## config.mk

```make
export PLATFORM = sky130hd
export DESIGN_NAME = ddr2_sr_exit_seq
export DESIGN_NICKNAME = d
export VERILOG_FILES = /design/src/rtl/ddr2_sr_pkg.sv /design/src/rtl/sr_countdown.sv /design/src/rtl/sr_bus_drive.sv /design/src/rtl/ddr2_sr_exit_seq.sv
export SDC_FILE = /design/constraint.sdc
export NUM_CORES = 1
export LEC_CHECK = 0
export BUFFER_PORTS_ARGS = -buffer_cell sky130_fd_sc_hd__buf_2
export CAP_MARGIN = 20
export CORE_AREA = 3 3 63 65
export DETAILED_ROUTE_END_ITERATION = 10
export DIE_AREA = 0 0 66 68
export PLACE_DENSITY = 0.67
export RECOVER_POWER = 25
export SYNTH_ARGS = -nofsm -noshare
export SYNTH_HDL_FRONTEND = slang
export SYNTH_HIERARCHICAL = 1
export SYNTH_SLANG_ARGS = --single-unit
export TNS_END_PERCENT = 30
```

## constraint.sdc

```tcl
create_clock -name clk -period 3.25 [get_ports clk]
set_input_delay 0.975 -clock clk [delete_from_list [all_inputs] [get_ports clk]]
set_output_delay 0.975 -clock clk [all_outputs]
set_load 0.02 [all_outputs]
```

## src/rtl/ddr2_sr_pkg.sv

```systemverilog
package ddr2_sr_pkg;

    typedef struct packed {
        logic cs_n;
        logic ras_n;
        logic cas_n;
        logic we_n;
    } ddr_cmd_t;

    localparam ddr_cmd_t CMD_DESEL   = 4'b1111;
    localparam ddr_cmd_t CMD_REFRESH = 4'b0001;

    typedef enum logic {
        ST_SELF   = 1'b0,
        ST_ACTIVE = 1'b1
    } seq_state_t;

    function automatic logic is_refresh(input ddr_cmd_t c);
        return c == CMD_REFRESH;
    endfunction

    function automatic int max3(input int a, input int b, input int c);
        int m;
        m = (a > b) ? a : b;
        return (m > c) ? m : c;
    endfunction

endpackage

```

## src/rtl/sr_countdown.sv

```systemverilog
module sr_countdown #(
    parameter int CW = 8
) (
    input  logic          clk,
    input  logic          rst,
    input  logic          load,
    input  logic [CW-1:0] load_val,
    output logic          at_zero
);
    logic [CW-1:0] cnt_q;

    always_ff @(posedge clk) begin
        if (rst) begin
            cnt_q <= '0;
        end else if (load) begin
            cnt_q <= load_val;
        end else if (cnt_q != '0) begin
            cnt_q <= cnt_q - 1'b1;
        end
    end

    assign at_zero = (cnt_q == '0);
endmodule

```

## src/rtl/sr_bus_drive.sv

```systemverilog
module sr_bus_drive
    import ddr2_sr_pkg::*;
(
    input  logic     active,
    input  logic     enter,
    input  logic     pass,
    input  logic     odt_open,
    input  ddr_cmd_t ctl_cmd,
    input  logic     ctl_odt,
    output logic     cke,
    output ddr_cmd_t bus_cmd,
    output logic     odt
);
    always_comb begin
        cke     = active && !enter;
        bus_cmd = CMD_DESEL;
        if (enter) begin
            bus_cmd = CMD_REFRESH;
        end else if (pass) begin
            bus_cmd = ctl_cmd;
        end
        odt = pass && odt_open && ctl_odt;
    end
endmodule

```

## src/rtl/ddr2_sr_exit_seq.sv

```systemverilog
module ddr2_sr_exit_seq
    import ddr2_sr_pkg::*;
#(
    parameter int T_XSNR = 70,
    parameter int T_XSRD = 200,
    parameter int T_RFC  = 52
) (
    input  logic       clk,
    input  logic       rst,
    input  logic       clk_stable_i,
    input  logic       exit_req_i,
    input  logic       reenter_req_i,
    input  logic [3:0] ctl_cmd_i,
    input  logic       ctl_odt_i,
    output logic       cke_o,
    output logic       cs_n_o,
    output logic       ras_n_o,
    output logic       cas_n_o,
    output logic       we_n_o,
    output logic       odt_o,
    output logic       ready_o
);
    localparam int CW = $clog2(max3(T_XSNR, T_XSRD, T_RFC) + 1);

    seq_state_t st_q;
    logic       exit_pend_q, reenter_pend_q, refreshed_q;
    logic       xsnr_zero, xsrd_zero, rfc_zero;
    logic       in_self, do_exit, cmd_open, do_enter, ref_issued;
    ddr_cmd_t   ctl_cmd, bus_cmd;

    assign ctl_cmd    = ctl_cmd_i;
    assign in_self    = (st_q == ST_SELF);
    assign do_exit    = in_self && (exit_pend_q || exit_req_i) && clk_stable_i;
    assign cmd_open   = !in_self && xsnr_zero;
    assign do_enter   = cmd_open && (reenter_pend_q || reenter_req_i)
                        && refreshed_q && rfc_zero;
    assign ready_o    = cmd_open && !do_enter;
    assign ref_issued = ready_o && is_refresh(ctl_cmd);

    always_ff @(posedge clk) begin
        if (rst) begin
            st_q           <= ST_SELF;
            exit_pend_q    <= 1'b0;
            reenter_pend_q <= 1'b0;
            refreshed_q    <= 1'b0;
        end else begin
            if (do_exit) begin
                st_q <= ST_ACTIVE;
            end else if (do_enter) begin
                st_q <= ST_SELF;
            end

            if (do_exit) begin
                exit_pend_q <= 1'b0;
            end else if (in_self && exit_req_i) begin
                exit_pend_q <= 1'b1;
            end

            if (in_self || do_enter) begin
                reenter_pend_q <= 1'b0;
            end else if (reenter_req_i) begin
                reenter_pend_q <= 1'b1;
            end

            if (do_exit) begin
                refreshed_q <= 1'b0;
            end else if (ref_issued) begin
                refreshed_q <= 1'b1;
            end
        end
    end

    sr_countdown #(.CW(CW)) u_xsnr_cnt (
        .clk      (clk),
        .rst      (rst),
        .load     (do_exit),
        .load_val (CW'(T_XSNR)),
        .at_zero  (xsnr_zero)
    );

    sr_countdown #(.CW(CW)) u_xsrd_cnt (
        .clk      (clk),
        .rst      (rst),
        .load     (do_exit),
        .load_val (CW'(T_XSRD)),
        .at_zero  (xsrd_zero)
    );

    sr_countdown #(.CW(CW)) u_rfc_cnt (
        .clk      (clk),
        .rst      (rst),
        .load     (ref_issued),
        .load_val (CW'(T_RFC)),
        .at_zero  (rfc_zero)
    );

    sr_bus_drive u_bus (
        .active   (!in_self),
        .enter    (do_enter),
        .pass     (ready_o),
        .odt_open (xsrd_zero),
        .ctl_cmd  (ctl_cmd),
        .ctl_odt  (ctl_odt_i),
        .cke      (cke_o),
        .bus_cmd  (bus_cmd),
        .odt      (odt_o)
    );

    assign cs_n_o  = bus_cmd.cs_n;
    assign ras_n_o = bus_cmd.ras_n;
    assign cas_n_o = bus_cmd.cas_n;
    assign we_n_o  = bus_cmd.we_n;
endmodule

```

## After elaboration in Yosys (flattened, before gate mapping)

Index checks and enable logic that the tools add are counted.

- Flip-flop bits (word level): 28
- Input bits: 10
- Output and inout bits: 7
- Logic and storage cells: 54

- Add/sub/neg operators: 3
- Eq/ne operators: 1
- Muxes and demuxes: 10
- Bitwise operators: 1
- Reduce and logical (&&, ||, !) cells: 29

Operators with widths:

| operator | number |
|---|---|
| logical NOT 8 bit | 3 |
| nonzero test 8 bit | 3 |
| subtractor 8 x 1 -> 8 bit (second input constant) | 3 |
| 2-to-1 mux 8 bit | 2 |
| 2-to-1 mux 7 bit | 2 |
| logical AND 1 bit | 12 |
| 2-to-1 mux 6 bit | 2 |
| 2-to-1 mux 4 bit | 2 |
| nonzero test 2 bit | 4 |
| OR reduction 2 bit | 3 |
| == test 4 x 1 -> 1 bit (second input constant) | 1 |
| logical OR 1 bit | 3 |
| 2-to-1 mux 1 bit | 2 |
| logical NOT 1 bit | 1 |
| inverter 1 bit | 1 |

## Longest topological paths before layout

- Depth in word-level cells: 9
- Mapped depth: 11
- Mapped depth without buffers: 9

## Modules after synthesis

Netlist, hierarchy kept.

By module, submodules not included:

| module | times used | cells each | area an instance (µm²) | seq. area each (µm²) |
|---|---|---|---|---|
| sr_countdown | 3 | 53 | 475.5 | 160.2 |
| ddr2_sr_exit_seq | 1 | 27 | 209.0 | 80.1 |
| sr_bus_drive | 1 | 9 | 48.8 | 0.0 |

## Worst setup path after synthesis

No wires, ideal clock.

- Kind: input-to-output
- Start: input reenter_req_i
- End: output we_n_o
- Arrival: 1.964 ns
- Data required time: 2.275 ns
- Slack: 0.311 ns
- Cell stages on the path: 3
- Buffers on the path: 0
- Path through: o211ai_2 -> and3_1 -> or3b_1

- Longest elaborated chain between the ends: 8

Ends and longest elaborated chain:

| what | line | source |
|---|---|---|
| from (decl) | ddr2_sr_exit_seq.sv:12 | `input logic reenter_req_i,` |
| logical OR 1 bit | ddr2_sr_exit_seq.sv:35 | `assign do_enter = cmd_open && (reenter_pend_q \|\| reenter_req_i)` |
| logical AND 1 bit | ddr2_sr_exit_seq.sv:35 |  |
| logical AND 1 bit (2 in a row) | ddr2_sr_exit_seq.sv:36 | `&& refreshed_q && rfc_zero;` |
| logical NOT 1 bit | ddr2_sr_exit_seq.sv:37 | `assign ready_o = cmd_open && !do_enter;` |
| logical AND 1 bit | ddr2_sr_exit_seq.sv:37 |  |
| named net ready_o | ddr2_sr_exit_seq.sv:21 | `output logic ready_o` |
| 2-to-1 mux 4 bit | sr_bus_drive.sv:19 | `end else if (pass) begin` |
| 2-to-1 mux 4 bit | sr_bus_drive.sv:17 | `if (enter) begin` |
| to (decl) | ddr2_sr_exit_seq.sv:19 | `output logic we_n_o,` |

The timed path passes the listed nets, and every way through them passes these cells.

## Worst setup path in the final report

- Start: register u_rfc_cnt.cnt_q[2]
- End: output odt_o

- Longest elaborated chain between the ends: 6

Ends and longest elaborated chain:

| what | line | source |
|---|---|---|
| from (decl) | sr_countdown.sv:10 | `logic [CW-1:0] cnt_q;` |
| from (signal assigned) | sr_countdown.sv:16 | `cnt_q <= load_val;` |
| from (signal assigned) | sr_countdown.sv:18 | `cnt_q <= cnt_q - 1'b1;` |
| logical NOT 8 bit | sr_countdown.sv:22 | `assign at_zero = (cnt_q == '0);` |
| named net rfc_zero | ddr2_sr_exit_seq.sv:27 | `logic xsnr_zero, xsrd_zero, rfc_zero;` |
| logical AND 1 bit | ddr2_sr_exit_seq.sv:36 |  |
| logical NOT 1 bit | ddr2_sr_exit_seq.sv:37 |  |
| logical AND 1 bit | ddr2_sr_exit_seq.sv:37 |  |
| logical AND 1 bit (2 in a row) | sr_bus_drive.sv:22 | `odt = pass && odt_open && ctl_odt;` |
| to (decl) | ddr2_sr_exit_seq.sv:20 | `output logic odt_o,` |

The timed path passes the listed nets, and every way through them passes these cells.

==> flow_summary.yaml <==
synthesis:
  netlist_instances: 195
  yosys-mux-area-fraction: 0.0178
  yosys.area_share.simple: 0.310
  synth_area_per_cell_um2: 8.64
  ys_seq_elements: 28
  ys_seq_area_frac: 0.333
  async_reset_ff_frac: 0
  yosysUniqueCellTypes: 34
  synth-xor-area-share: 0.0624
  ys_warn_count: 6
  synth_top_flop_cell: "dfxtp_1"
  netlist_area_um2: 1680
  synth_edf_count: 0
  synth_compound_area_frac: 0.184
  synth_adder_area_share: 0.0223
  synth_top_family_by_area: "simple AND/OR/NAND/NOR gates"
layout:
  num_antenna_cells: 0
  nets: 250
  area_growth_pct: 14.9
  post-route-util: 0.571
  drive_gt1_frac: 0.187
setup_path:
  slowest_stage: "dfxtp_1"
  crit_buf_inv: 2
  end_kind: "primary output"
  reg2reg_depth: 8
  worstPathRequired_ps: 2270
  startpoint_type: "flip-flop"
  path_delay_family: "simple AND/OR/NAND/NOR gates"
  worstPathMaxFanout: 6
  rr_endpoint: "u_rfc_cnt/cnt_q[4]$_SDFFE_PP0P_"
  crit_chain: "nor4_4 > and4bb_4 > o211ai_2 > and3_1 > buf_4 > and3_2 > buf_2"
  rrSetupSlack_ps: 800
  critPathKind: "flip-flop to primary output"
  crit_arrival_ps: 2120
  crit_path_max_incr_delay_ps: 390
  timing.rr.start: "u_rfc_cnt/cnt_q[2]$_SDFFE_PP0P_"
detailed_routing:
  drt_iter0_drc: 55
  wl_per_cell_um: 11.4
  via_per_inst: 5.09
  post-route-drc-count: 0
  drt_pass1_iterations: 4
  routed_wl_mm: 3.20
  ant_nets: 0
  vias: 1431
die:
  ioPinCount: 17
  fp.dieW_um: 66
  dieArea_um2: 4490
  rows: 21
  core_area_um2: 3390
  start_util: 0.497
  die_h_um: 68
timing:
  setup_viol: 0
  hold_viol: 0
  finalMaxSlewViolations: 38
  achievable-frequency_mhz: 323
  post-route-period-util: 0.953
  finClkSkew_ps: 7.92
  worstMarginPinSlew_ps: 1640
  slew_headroom: -0.0944
  fin_tns_setup_ps: 0
  rsz0062_at_grt: "no"
  fin_crit_ps: 3100
global_route:
  grt_max_degree: 38
  grt_overflow_total: 0
  first_global_vias: 1265
  grt_util_all_layers: 0.158
  grt_pass1_wl_mm: 5.59
  antenna_found_initial: 0
worst_hold_path:
  hold_start: "refreshed_q$_SDFFE_PP0P_"
  hp-class: "flip-flop to flip-flop"
  min_to: "refreshed_q$_SDFFE_PP0P_"
  hold_depth: 2
power:
  leakage_nw: 0.783
  ir_worst_vdd_mv: 0.383
  power.density_nw_per_um2: 802
  p_total_mw: 1.55
run_status:
  violations: "capacitance limit, slew limit"
  status: "finished, violations left"
cts:
  cts_tree: "yes"
  cts_buffer_depth: 2
  root_buffer: "clkbuf_4"
  clkLatencyLatePin_ps: 330
  holdBufCountCts: 0
  clkSinkCount: 28
  cts_buffers: 3
  cts.reportedPaths.clkPinSlew_ps: 160
  htree_num_levels: 1
place:
  dp_hpwl_mm: 2.24
  portBuffers: 16
  place.gp.congestion: 0.771
run:
  drv_cap: 1
## final cells by class
type / count / area (µm²)
inverter: 15 / 56.3
multi-input combinational: 165 / 1100
fill: 337 / 1450
sequential: 28 / 561
timing repair buffer: 24 / 139
clock buffer: 3 / 22.5
tap: 46 / 57.6
## what timing repair did
item | CTS | global route
setup endpoints to repair | 5 | 6
buffers inserted | 0 | 3
pin swaps | 0 | 2
hold endpoints to repair | 0 | 0
resized for setup | 2 | 2
## how the worst max path moves through the flow
stage	from	to	depth (start not counted)
5_1_grt	u_xsnr_cnt/cnt_q[3]$_SDFFE_PP0P_	cke_o	7
3_3_place_gp	u_rfc_cnt/cnt_q[3]$_SDFFE_PP0P_	odt_o	7
3_5_place_dp	u_rfc_cnt/cnt_q[3]$_SDFFE_PP0P_	odt_o	7
2_1_floorplan	reenter_req_i	we_n_o	3
6_report	u_rfc_cnt/cnt_q[2]$_SDFFE_PP0P_	odt_o	7
4_1_cts	u_rfc_cnt/cnt_q[3]$_SDFFE_PP0P_	odt_o	7
## layer usage
metal | vias up | global-route usage | part of all wire
li1 | 756 | - | -
met1 | 646 | 0.224 | 0.50
met2 | 27 | 0.240 | 0.45
met3 | 2 | 0.0197 | 0.042
met4 | 0 | 0.0685 | 0.0075
met5 | - | 0 | 0
## where the power goes
part	internal [mW]	leakage [nW]	switching (mW)
clock network	0.0435	0.0138	0.104
registers	0.456	0.231	0.128
logic	0.434	0.537	0.387
## placed cells by master (no fill, tap or decap), types with 2 or more instances in the layout
cell type and instances:
a211oi_1 3, a21boi_0 3, a21oi_1 9, a311oi_1 3
and4b_1 3, buf_2 15, buf_4 8, clkbuf_4 3
conb_1 24, dfxtp_1 28, ha_1 2, inv_1 15
mux2i_1 3, nand2_1 24, nor2_1 8, nor2b_1 8
nor3_1 18, nor3b_1 3, nor4_4 3, o211ai_2 4
o21a_1 3, o21ai_0 3, o32ai_1 12, or2_2 3
or4_4 3, xnor2_1 9, xor2_1 3
## registers in the layout (all words and copies together) (netlist names)
name	cells
u_xsrd_cnt/cnt_q	8
u_rfc_cnt/cnt_q	8
reenter_pend_q	1
exit_pend_q	1
st_q	1
u_xsnr_cnt/cnt_q	8
refreshed_q	1
## synthesized netlist by cell type (4+ instances only)
cell	count	share of area
xnor2_1	9	0.047
nor2_1	8	0.018
inv_1	15	0.033
dfxtp_1	28	0.33
nor2b_1	8	0.030
a21oi_1	9	0.027
clkbuf_1	6	0.013
o32ai_1	12	0.062
nor3_1	18	0.053
nand2_1	24	0.053
o211ai_2	4	0.030
## kinds of logic (layout without fill, tap and decap cells)
group | Yosys count | in the layout
other | 2 | 24
buffers and inverters | 24 | 42
adders and majority gates | 3 | 3
AOI/OAI and AO/OA | 40 | 40
and+or+nand+nor | 83 | 83
xor gates and xnor gates | 12 | 12
muxes | 3 | 3
DFF | 28 | 28
## worst register-to-register path, stage by stage, from the launching register on
cell      delay, ps
dfxtp_1         390
nor4_4          310
and4bb_4        310
o211ai_2        110
and3_1          200
buf_4           160
and2_1          240
or2_2           370
o32ai_1         270
## stage by stage
step / std cells / setup WS (ps) / hold slack, ps / area (µm²)
3_5_place_dp: 275 / 292 / 491 / 1890
2_1_floorplan: 217 / 311 / 459 / 1770
4_1_cts: 278 / 30.5 / 511 / 1910
5_1_grt: 281 / 0.0746 / 547 / 1940
6_report: 281 / 152 / 506 / 1940
3_3_place_gp: 275 / 311 / 486 / 1890
Power figures use the tool's default switching activity.
